### src/rtl/sec_wdt_pkg.sv
package sec_wdt_pkg;

    localparam int BUS_W    = 32;
    localparam int CNT_W    = 10;
    localparam int ADDR_W   = 3;
    localparam int WORD_BIT = 2;

    // control word bit positions
    localparam int CB_RUN   = 0;
    localparam int CB_FIRED = 1;
    localparam int CB_ACT   = 2;
    localparam int CB_DIS   = 3;
    localparam int CB_KICK  = 7;

    typedef enum logic {
        ACT_RESET    = 1'b0,
        ACT_POWEROFF = 1'b1
    } wdt_action_e;

    // fields extracted from a control write
    typedef struct packed {
        logic        run;
        logic        fired_w1c;
        wdt_action_e act;
        logic        kick;
    } ctrl_wr_t;

    // live state presented in the control word
    typedef struct packed {
        logic        running;
        logic        fired;
        wdt_action_e act;
        logic        disabled;
    } ctrl_rd_t;

    function automatic ctrl_wr_t decode_ctrl(input logic [BUS_W-1:0] w);
        ctrl_wr_t f;
        f.run       = w[CB_RUN];
        f.fired_w1c = w[CB_FIRED];
        f.act       = wdt_action_e'(w[CB_ACT]);
        f.kick      = w[CB_KICK];
        return f;
    endfunction

    function automatic logic [BUS_W-1:0] encode_ctrl(input ctrl_rd_t s);
        logic [BUS_W-1:0] w;
        w           = '0;
        w[CB_RUN]   = s.running;
        w[CB_FIRED] = s.fired;
        w[CB_ACT]   = s.act;
        w[CB_DIS]   = s.disabled;
        return w;
    endfunction

    function automatic logic [CNT_W-1:0] sanitize_count(input logic [BUS_W-1:0] w);
        logic [CNT_W-1:0] v;
        v = w[CNT_W-1:0];
        return (v == '0) ? CNT_W'(1) : v;
    endfunction

endpackage

### src/rtl/sec_wdt_regif.sv
module sec_wdt_regif
    import sec_wdt_pkg::*;
#(
    parameter int DEFAULT_SECS = 60
) (
    input  logic              clk,
    input  logic              rst,
    input  logic              wr_en,
    input  logic [ADDR_W-1:0] addr,
    input  logic [BUS_W-1:0]  wdata,
    output logic [BUS_W-1:0]  rdata,
    input  logic              global_disable,
    input  logic              expire,
    input  logic              fired,
    output logic              running,
    output wdt_action_e       action,
    output logic              kick,
    output logic              fired_clr,
    output logic [CNT_W-1:0]  count
);

    localparam logic [CNT_W-1:0] CNT_RESET = sanitize_count(BUS_W'(DEFAULT_SECS));

    logic     wr_ctrl;
    logic     wr_cnt;
    ctrl_wr_t wf;
    ctrl_rd_t rs;

    assign wr_ctrl   = wr_en && !addr[WORD_BIT];
    assign wr_cnt    = wr_en &&  addr[WORD_BIT];
    assign wf        = decode_ctrl(wdata);
    assign kick      = wr_ctrl && wf.kick;
    assign fired_clr = wr_ctrl && wf.fired_w1c;

    always_ff @(posedge clk) begin
        if (rst) begin
            running <= 1'b0;
            action  <= ACT_RESET;
            count   <= CNT_RESET;
        end else begin
            if (expire) begin
                running <= 1'b0;
            end else if (wr_ctrl) begin
                running <= wf.run;
            end
            if (wr_ctrl) begin
                action <= wf.act;
            end
            if (wr_cnt) begin
                count <= sanitize_count(wdata);
            end
        end
    end

    always_comb begin
        rs.running  = running;
        rs.fired    = fired;
        rs.act      = action;
        rs.disabled = global_disable;
        if (addr[WORD_BIT]) begin
            rdata = {{(BUS_W-CNT_W){1'b0}}, count};
        end else begin
            rdata = encode_ctrl(rs);
        end
    end

    AST_RUN_DROPS_ON_EXPIRY: assert property (@(posedge clk) disable iff (rst)
        expire |=> !running);
    AST_COUNT_NEVER_ZERO: assert property (@(posedge clk) disable iff (rst)
        wr_cnt |=> (count != '0));

endmodule

### src/rtl/sec_wdt_prescaler.sv
module sec_wdt_prescaler #(
    parameter int CYCLES_PER_SEC = 125_000_000
) (
    input  logic clk,
    input  logic rst,
    input  logic enable,
    input  logic restart,
    output logic tick
);

    localparam int PW = (CYCLES_PER_SEC > 1) ? $clog2(CYCLES_PER_SEC) : 1;
    localparam logic [PW-1:0] LAST = PW'(CYCLES_PER_SEC - 1);

    logic [PW-1:0] div_q;

    assign tick = enable && (div_q == LAST);

    always_ff @(posedge clk) begin
        if (rst || restart || !enable) begin
            div_q <= '0;
        end else if (div_q == LAST) begin
            div_q <= '0;
        end else begin
            div_q <= div_q + PW'(1);
        end
    end

    AST_DIV_IN_RANGE: assert property (@(posedge clk) disable iff (rst)
        div_q <= LAST);

endmodule

### src/rtl/sec_wdt_countdown.sv
module sec_wdt_countdown
    import sec_wdt_pkg::*;
(
    input  logic             clk,
    input  logic             rst,
    input  logic             enable,
    input  logic             tick,
    input  logic             load,
    input  logic [CNT_W-1:0] load_val,
    output logic             expire
);

    logic [CNT_W-1:0] remain_q;

    assign expire = enable && tick && !load && (remain_q <= CNT_W'(1));

    always_ff @(posedge clk) begin
        if (rst) begin
            remain_q <= '0;
        end else if (load) begin
            remain_q <= load_val;
        end else if (enable && tick) begin
            remain_q <= (remain_q <= CNT_W'(1)) ? '0 : remain_q - CNT_W'(1);
        end
    end

    AST_KICK_RELOADS: assert property (@(posedge clk) disable iff (rst)
        load |=> (remain_q == $past(load_val)));
    AST_FROZEN_WHEN_IDLE: assert property (@(posedge clk) disable iff (rst)
        (!enable && !load) |=> $stable(remain_q));

endmodule

### src/rtl/sec_wdt_action.sv
module sec_wdt_action
    import sec_wdt_pkg::*;
#(
    parameter int PULSE_CYCLES = 16
) (
    input  logic        clk,
    input  logic        por_rst,
    input  logic        expire,
    input  wdt_action_e action,
    input  logic        fired_clr,
    output logic        fired,
    output logic        reset_req,
    output logic        poweroff_req
);

    localparam int PCW = $clog2(PULSE_CYCLES + 1);

    logic [PCW-1:0] pulse_q;
    wdt_action_e    sel_q;
    logic           active;

    assign active       = (pulse_q != '0);
    assign reset_req    = active && (sel_q == ACT_RESET);
    assign poweroff_req = active && (sel_q == ACT_POWEROFF);

    always_ff @(posedge clk) begin
        if (por_rst) begin
            pulse_q <= '0;
            sel_q   <= ACT_RESET;
            fired   <= 1'b0;
        end else begin
            if (expire) begin
                pulse_q <= PCW'(PULSE_CYCLES);
                sel_q   <= action;
            end else if (active) begin
                pulse_q <= pulse_q - PCW'(1);
            end
            if (expire) begin
                fired <= 1'b1;
            end else if (fired_clr) begin
                fired <= 1'b0;
            end
        end
    end

    AST_ONE_REQUEST: assert property (@(posedge clk) disable iff (por_rst)
        !(reset_req && poweroff_req));
    AST_PULSE_FOLLOWS: assert property (@(posedge clk) disable iff (por_rst)
        expire |=> (reset_req || poweroff_req));
    AST_FIRED_ON_EXPIRY: assert property (@(posedge clk) disable iff (por_rst)
        expire |=> fired);

endmodule

### src/rtl/sec_watchdog.sv
module sec_watchdog
    import sec_wdt_pkg::*;
#(
    parameter int CYCLES_PER_SEC = 125_000_000,
    parameter int PULSE_CYCLES   = 16,
    parameter int DEFAULT_SECS   = 60
) (
    input  logic              clk,
    input  logic              rst,
    input  logic              por_rst,
    input  logic              wr_en,
    input  logic [ADDR_W-1:0] addr,
    input  logic [BUS_W-1:0]  wdata,
    output logic [BUS_W-1:0]  rdata,
    input  logic              global_disable,
    output logic              reset_req,
    output logic              poweroff_req
);

    logic             running;
    wdt_action_e      action;
    logic             kick;
    logic             fired_clr;
    logic             fired;
    logic [CNT_W-1:0] count;
    logic             expire;
    logic             tick;
    logic             count_en;

    assign count_en = running && !global_disable;

    sec_wdt_regif #(.DEFAULT_SECS(DEFAULT_SECS)) u_regs (
        .clk            (clk),
        .rst            (rst),
        .wr_en          (wr_en),
        .addr           (addr),
        .wdata          (wdata),
        .rdata          (rdata),
        .global_disable (global_disable),
        .expire         (expire),
        .fired          (fired),
        .running        (running),
        .action         (action),
        .kick           (kick),
        .fired_clr      (fired_clr),
        .count          (count)
    );

    sec_wdt_prescaler #(.CYCLES_PER_SEC(CYCLES_PER_SEC)) u_pre (
        .clk     (clk),
        .rst     (rst),
        .enable  (count_en),
        .restart (kick),
        .tick    (tick)
    );

    sec_wdt_countdown u_cd (
        .clk      (clk),
        .rst      (rst),
        .enable   (count_en),
        .tick     (tick),
        .load     (kick),
        .load_val (count),
        .expire   (expire)
    );

    sec_wdt_action #(.PULSE_CYCLES(PULSE_CYCLES)) u_act (
        .clk          (clk),
        .por_rst      (por_rst),
        .expire       (expire),
        .action       (action),
        .fired_clr    (fired_clr),
        .fired        (fired),
        .reset_req    (reset_req),
        .poweroff_req (poweroff_req)
    );

    AST_NO_TICK_DISABLED: assert property (@(posedge clk) disable iff (rst)
        global_disable |-> !expire);

endmodule

### config.mk
export PLATFORM = sky130hd
export DESIGN_NAME = sec_watchdog
export DESIGN_NICKNAME = d
export VERILOG_FILES = /design/src/rtl/sec_wdt_pkg.sv /design/src/rtl/sec_wdt_regif.sv /design/src/rtl/sec_wdt_prescaler.sv /design/src/rtl/sec_wdt_countdown.sv /design/src/rtl/sec_wdt_action.sv /design/src/rtl/sec_watchdog.sv
export SDC_FILE = /design/constraint.sdc
export NUM_CORES = 1
export LEC_CHECK = 0
export BUFFER_PORTS_ARGS = -buffer_cell sky130_fd_sc_hd__buf_2
export CORE_MARGIN = 4
export CORE_UTILIZATION = 35
export CTS_BUF_LIST = sky130_fd_sc_hd__clkbuf_4 sky130_fd_sc_hd__clkbuf_8 sky130_fd_sc_hd__clkbuf_16
export DETAILED_ROUTE_END_ITERATION = 12
export PLACE_DENSITY = 0.65
export SYNTH_ARGS = -nofsm -noshare
export SYNTH_HDL_FRONTEND = slang
export SYNTH_HIERARCHICAL = 1
export SYNTH_SLANG_ARGS = --single-unit
### constraint.sdc
create_clock -name clk -period 6.95 [get_ports clk]
set_input_delay 0.3475 -clock clk [delete_from_list [all_inputs] [get_ports clk]]
set_output_delay 0.3475 -clock clk [all_outputs]
set_load 0.03 [all_outputs]
======== Yosys cells after proc, flatten, opt, wreduce, memory -nomap -nowiden ========
Index checks and enable logic that the tools add are counted.
W data, S select, Z words.
cells by class
  $add $sub $neg .......................... 3
  order comparisons ....................... 1
  equal/unequal tests ..................... 1
  mux-type cells .......................... 9
  bitwise operators ....................... 1
  reduce and logical (&&, ||, !) cells .... 25
operators with widths
  kind                     number
  $mux W10                 5
  $add A27 B1 Y27 const B  1
  $eq A27 B27 Y1 const B   1
  $logic_and A1 B1 Y1      11
  $le A10 B1 Y1 const B    1
  $logic_not A10 Y1        1
  $mux W5                  2
  $sub A10 B1 Y10 const B  1
  $reduce_bool A2 Y1       3
  $reduce_or A2 Y1         3
  $reduce_bool A5 Y1       1
  $sub A5 B1 Y5 const B    1
  $logic_not A1 Y1         4
  $logic_or A1 B1 Y1       2
  $mux W1                  2
  $not A1 Y1               1
storage, ports and cells
  register bits ........................... 56
  output and inout port bits .............. 34
  word-level logic and storage cells ...... 49

======== Logic depth before layout (Yosys ltp) ========
Gate-level depths: netlist (run 1).
  depth in word-level cells ............... 7
  gate-level depth with buffers ........... 9
  depth with buffers taken out ............ 8

======== Hierarchy ========
Netlist (run 1), hierarchy kept.
by module, submodules not included
  module             times used  cells each  area each (um2)  sequential area each (um2)
  sec_wdt_prescaler  1           156         1321.3           540.5
  sec_wdt_regif      1           91          726.9            240.2
  sec_wdt_countdown  1           79          629.4            200.2
  sec_wdt_action     1           31          311.5            140.1
  sec_watchdog       1           1           13.8             0.0

======== Least setup slack after synthesis (run 1) ========
No wires, ideal clock.
  kind .................................... flip-flop to flip-flop
  from .................................... reg u_pre.div_q[13]
  to ...................................... reg u_act.sel_q
  library setup time ...................... 114 ps
  arrival time ............................ 2331 ps
  data required time ...................... 6836 ps
  setup slack ............................. 4505 ps
  stages on the path, launching flop included .. 10
  path buffers ............................ 1
  cells stage by stage .................... dfxtp_1 buf_2 nor4_1 nand4_1 nor4_1 and2_1 nand3_2 nor3_1 mux2i_1 nor2_1
on the way
  word-level cells in the longest chain between the ends .. 5
ends and longest elaborated chain
  element                           line                     RTL
  start: declaration                sec_wdt_prescaler.sv:14  logic [PW-1:0] div_q;
  start signal: assignment          sec_wdt_prescaler.sv:24  div_q <= div_q + PW'(1);
  $eq A27 B27 Y1                    sec_wdt_prescaler.sv:16  assign tick = enable && (div_q == LAST);
  $logic_and A1 B1 Y1               sec_wdt_prescaler.sv:16
  via tick                          sec_watchdog.sv:27       logic tick;
  $logic_and A1 B1 Y1 (3 in a row)  sec_wdt_countdown.sv:15  assign expire = enable && tick && !load && (remain_q <= CNT_W'(1));
  via expire                        sec_watchdog.sv:26       logic expire;
  end signal: assignment            sec_wdt_action.sv:34     sel_q <= action;
  end: declaration                  sec_wdt_action.sv:19     wdt_action_e sel_q;
The timed path passes the listed nets, and every way through them passes these cells.
A chain may end at the register's enable or synchronous reset.

======== Worst setup path after layout (run 1) ========
  from .................................... reg u_pre.div_q[8]
  to ...................................... reg u_act.sel_q
The elaborated chain is that of the path after synthesis.

==> results.txt, run 1 <==
WL met1: 2930 um
Post-CTS setup buffers: 0
CP Data Required Time: 7.16 ns
Cts bufs inserted: 5
N_diodes: 0
Leakage: 0.00112 uW
Number of max-cap violations: 0
CTS sink count: 56
Final net count: 425
Die W: 101 um
Iteration-0 DRC Markers: 138
Hold slack final: 0.270 ns
RSZ-0062 raised after global routing: no
EDFF count, synth: 0
Worst skew pair latency: 0.31 ns
Largest net degree at the start of global routing: 28
Area of the multi-input gates: 1690 sq um
Via count: 2544
Setup tns final: 0 ns
Core box area: 8300 sq um
Synth warn: 6
Count of state elements after synthesis: 56
Period utilization: 0.431
DR WL met2: 2990 um
Area occupied by registers: 1120 sq um
Worst-path fanout max: 7
Worst hold path startpoint: wdata[5]
Area Overhead vs Synth: 7.29%
Vias/cell: 5.22
Maximum vdd drop: 78.2 uV
Slew of the pin with the lowest slew margin: 0.873 ns
CP arrival: 3.20 ns
Routability Congestion: 0.838
Die Y-Extent: 101 um
Synthesized cell area: 3000 sq um
Mean Syn Cell Area: 8.39 sq um
DPL Wire Length: 4570 um
Hold buffer count at CTS: 0
Final count of pins violating max slew: 0
Critical path class: flip-flop to flip-flop
Final Hold Violating Endpoints: 0
Initial antenna violation count: 0
IO buf count: 27
Tot GR Track Use: 0.125
Post-synth ARST share: 0
Met3 WL: 353 um
Commonest cells in the netlist: 56 x dfxtp_1, 37 x nand2_1, 32 x nor2_1, 24 x buf_4, 22 x a21oi_1
Final setup viols: 0
Final core utilization: 0.388
DRC Markers: 0
Vias in the first global route: 2260
Clock-pin slew on the worst setup and hold paths: 0.10 ns
Pre-Repair DR Iteration Count: 4
Count of cell types in the netlist: 57
Worst-case clock skew: 0.0139 ns
CTS tree: built
Crit start category: flip-flop
First-pass GRT wire length: 10500 um
Fraction of layout cells with a size suffix above 1: 0.152
Worst hold path class: primary input to flip-flop
Critical R2R Launch: u_pre/div_q[8]
Most frequent cell after synthesis: dfxtp_1
Number of fill cells: 850
ANT nets after route: 0
Fmax: 334 MHz
Clock buffer depth: 2
Initial Util: 0.362
Yosys top cell by area: dfxtp_1
Final wirelength: 6340 um
Mapped Cells: 358
CP Capture Type: flip-flop
Synth top area share: 0.373
Rel. slew slack: 0.414
Top_reg_cell synth: dfxtp_1
Status: completed
Clk root buf: clkbuf_8
Die ar.: 10100 sq um
Pwr per Cell Area: 216 nW/um^2
Highest Signal Layer: met4
I/O pin count: 74
Post-CTS resize count: 0
# rows: 33
H-tree levels: 2
Post-synthesis sequential area ratio: 0.373
Min Tclk post-route: 2.99 ns
Gr ovfl total: 0
Area contributors post-synth: dfxtp_1 37%, buf_4 6.0%, nand2_1 4.6%
Worst Setup SP: u_pre/div_q[8]
Routed len/inst: 13.0 um
-- layout make-up --
| class | count | area share |
|---|---|---|
| multi-input combinational | 277 | 0.523 |
| sequential | 56 | 0.348 |
| timing repair buffer | 28 | 0.0443 |
| tap | 105 | 0.0408 |
| clock buffer | 7 | 0.0260 |
| inverter | 13 | 0.0151 |
| clock inverter | 1 | 0.00272 |
-- worst max-delay path: stages, from the launching register on --
cell,delay [ns]
dfxtp_1,0.45
nor4bb_1,0.28
nand4_1,0.22
nor4_1,0.46
and2_1,0.29
nand3_2,0.17
nor3_1,0.71
mux2i_1,0.26
nor2_1,0.05
-- report_power, final --
group | internal (uW) | switching, uW
registers | 338 | 17.9
logic | 63.5 | 90.1
clock network | 80.2 | 105
total | 482 | 214
-- cell usage in the layout (no fill, tap or decap), types with 8 or more instances in the layout --
cell type / count
and2_1: 10
o21ai_0: 9
xnor2_1: 11
inv_1: 13
nor2_1: 32
conb_1: 22
a21oi_1: 22
nand4_1: 14
nor3_1: 13
or3_1: 8
nand3_1: 15
buf_2: 27
dfxtp_1: 56
nand2_1: 37
-- metrics by stage --
step                      power, uW  cells  worst slack, ns  instance area (sq um)
after CTS                       702    487             3.91                   3220
after global routing            735    487             3.59                   3220
after detailed placement        517    479             3.94                   3130
final                           695    487             3.96                   3220
after floorplan                 495    379             4.50                   3080
after global placement          513    479             4.00                   3130
-- layer usage --
metal,vias up,global-route usage
li1,1278,-
met3,7,0.0256
met4,0,0.0352
met2,62,0.210
met1,1197,0.163
met5,-,0
-- final timing paths --
check,endpoint,slack (ns),cells past startpoint
max reg2reg,u_act/sel_q,3.96,8
max,u_act/sel_q,3.96,8
min reg2reg,u_cd/remain_q[6],0.47,2
min,u_regs/count[5],0.27,3
-- state kept, by name, summed over array words and instances, names as in the netlist --
signal          flops
u_regs/count       10
u_regs/running      1
u_act/pulse_q       5
u_act/sel_q         1
u_regs/action       1
u_act/fired         1
u_pre/div_q        27
u_cd/remain_q      10
-- kinds of logic after synthesis --
kind of cell | Yosys count | synth area share
fa+ha+maj | 4 | 0.0167
buf+inv | 46 | 0.0917
simple gates | 167 | 0.314
other cells | 1 | 0.00125
flops | 56 | 0.373
xor+xnor | 18 | 0.0525
compound gates | 57 | 0.118
mux | 9 | 0.0325
No activity file was read; power rests on OpenSTA's default activity.
==> run 2: changes to the inputs <==
==> constraint.sdc (replaced) <==
create_clock -name clk -period 2.81 [get_ports clk]
set_input_delay 0.1405 -clock clk [delete_from_list [all_inputs] [get_ports clk]]
set_output_delay 0.1405 -clock clk [all_outputs]
set_load 0.03 [all_outputs]
==> run 2 against run 1 <==
First-iteration DRC count shrank 22%. Total power grew 150%. Wire length is 0.69% higher. Cell count grew 1.0%. Combinational power increased by 150%. Sequential share of layout area shrank 0.45 points. Clock power rose by 140%. Fmax increased by 23%. Non-clock buffer count increased by 5. Register-to-register slack lost 3.6 ns.
==> results.txt, run 2 (same netlist as run 1, synthesis figures left out) <==
Maximum vdd drop: 235 uV
CTS tree: built
DPL Wire Length: 4650 um
Worst hold path class: primary input to flip-flop
Fraction of layout cells with a size suffix above 1: 0.165
Cell Chain, Critical Path: nor4bb_1 > nand4_1 > nor4_2 > and2_1 > nand3_2 > nor3_1 > buf_4 > mux2i_1 > nor2_1
H-tree levels: 2
Gr ovfl total: 0
Leakage: 0.00115 uW
Largest net degree at the start of global routing: 22
CTS sink count: 56
CP Data Required Time: 3.02 ns
Largest regs: u_pre/div_q x27, u_cd/remain_q x10, u_regs/count x10
WP buf/inv: 1
Final net count: 430
Crit start category: flip-flop
Area Overhead vs Synth: 8.71%
Via count: 2538
Min Tclk post-route: 2.43 ns
Final wirelength: 6380 um
Initial antenna violation count: 0
Routability Congestion: 0.856
Tot GR Track Use: 0.128
Worst skew pair latency: 0.31 ns
Die ar.: 10100 sq um
Pre-Repair DR Iteration Count: 5
Die Y-Extent: 101 um
Pwr per Cell Area: 525 nW/um^2
N_diodes: 0
IO buf count: 27
Most frequent cells in the layout: 56 x dfxtp_1, 37 x nand2_1, 32 x nor2_1
CP max stage cell: dfxtp_1
Iteration-0 DRC Markers: 107
Largest reg by FF count: u_pre/div_q
Initial Util: 0.362
Number of fill cells: 845
I/O pin count: 74
Final Hold Violating Endpoints: 0
Clk root buf: clkbuf_8
Family with the most delay on the worst path: simple AND/OR/NAND/NOR gates
Area of the multi-input gates: 1690 sq um
CP arrival: 2.65 ns
Area occupied by registers: 1120 sq um
Setup tns final: 0 ns
Die W: 101 um
Rel. slew slack: 0.654
Fmax: 411 MHz
Number of max-cap violations: 0
CP Capture Type: flip-flop
Final core utilization: 0.393
Max reg flops: 27
Worst-path fanout max: 7
Final setup viols: 0
RSZ-0062 raised after global routing: no
Max incr delay on CP: 0.40 ns
Cts bufs inserted: 5
Final count of pins violating max slew: 0
Routed len/inst: 13.0 um
Clock-pin slew on the worst setup and hold paths: 0.11 ns
DRC Markers: 0
# rows: 33
Vias/cell: 5.16
Slew of the pin with the lowest slew margin: 0.519 ns
Worst-case clock skew: 0.00675 ns
ANT nets after route: 0
Commonest non-fill, non-tap cell in the layout: dfxtp_1
Period utilization: 0.865
Clock buffer depth: 2
Critical path class: flip-flop to flip-flop
Vias in the first global route: 2334
Core box area: 8300 sq um
First-pass GRT wire length: 10600 um
Status: completed
Post-CTS setup buffers: 0
-- run 2: cell count changes in the layout (fill, tap and decap cells not counted), sizes merged --
| cell | delta |
|---|---|
| inv | +1 |
| buf | +5 |
| clkbuf | -2 |
| clkinv | +1 |
-- run 2: layout make-up --
cell class / instances / area share
Tap cell: 105 / 0.0402
Sequential cell: 56 / 0.343
Clock buffer: 5 / 0.0211
Timing Repair Buffer: 33 / 0.0552
Multi-Input combinational cell: 277 / 0.518
Inverter: 13 / 0.0149
Clock inverter: 3 / 0.00690
-- run 2: final timing paths --
| check | end | slack, ns | cells after the start | from |
|---|---|---|---|---|
| setup / recovery | u_act/sel_q | 0.38 | 9 | u_pre/div_q[7] |
| hold / removal | u_regs/count[5] | 0.06 | 3 | wdata[5] |
| setup reg to reg | u_act/sel_q | 0.38 | 9 | u_pre/div_q[7] |
| hold reg to reg | u_cd/remain_q[6] | 0.47 | 2 | u_regs/count[6] |
-- run 2: power by group --
part	leakage, uW	internal (uW)	switching (uW)	total [uW]
combinational	0.000645	159	223	381
clock	0.0000485	179	274	453
sequential	0.000455	836	43.6	880
total	0.00115	1170	540	1710
-- run 2: worst reg2reg max path: stages (launching register included) --
cell and delay [ns]:
dfxtp_1 0.40, nor4bb_1 0.29, nand4_1 0.20, nor4_2 0.36, and2_1 0.29, nand3_2 0.17, nor3_1 0.19, buf_4 0.19
mux2i_1 0.19, nor2_1 0.05
-- run 2: layer usage --
layer,global-route usage,share of wire,vias up
met4,0.0446,0.015,0
li1,-,-,1286
met3,0.0284,0.057,7
met2,0.213,0.47,62
met5,0,0,-
met1,0.161,0.46,1183
-- run 2: repair_timing --
| item | 4_1_cts | 5_1_grt |
|---|---|---|
| endpoints found under the setup margin | 0 | 3 |
| gates resized for setup | 0 | 1 |
| hold buffers | 0 | 0 |
-- run 2: stage by stage --
| stage | hold WS, ns | cells | total power, uW | cell area (sq um) | worst slack (ns) |
|---|---|---|---|---|---|
| floorplan | 0.211 | 379 | 1220 | 3080 | 0.365 |
| global placement | 0.375 | 484 | 1270 | 3170 | 0.335 |
| detailed placement | 0.383 | 484 | 1280 | 3170 | 0.288 |
| CTS | 0.0496 | 492 | 1730 | 3260 | 0.270 |
| global route | 0.0634 | 492 | 1810 | 3260 | 0.0494 |
| finish | 0.0552 | 492 | 1710 | 3260 | 0.379 |
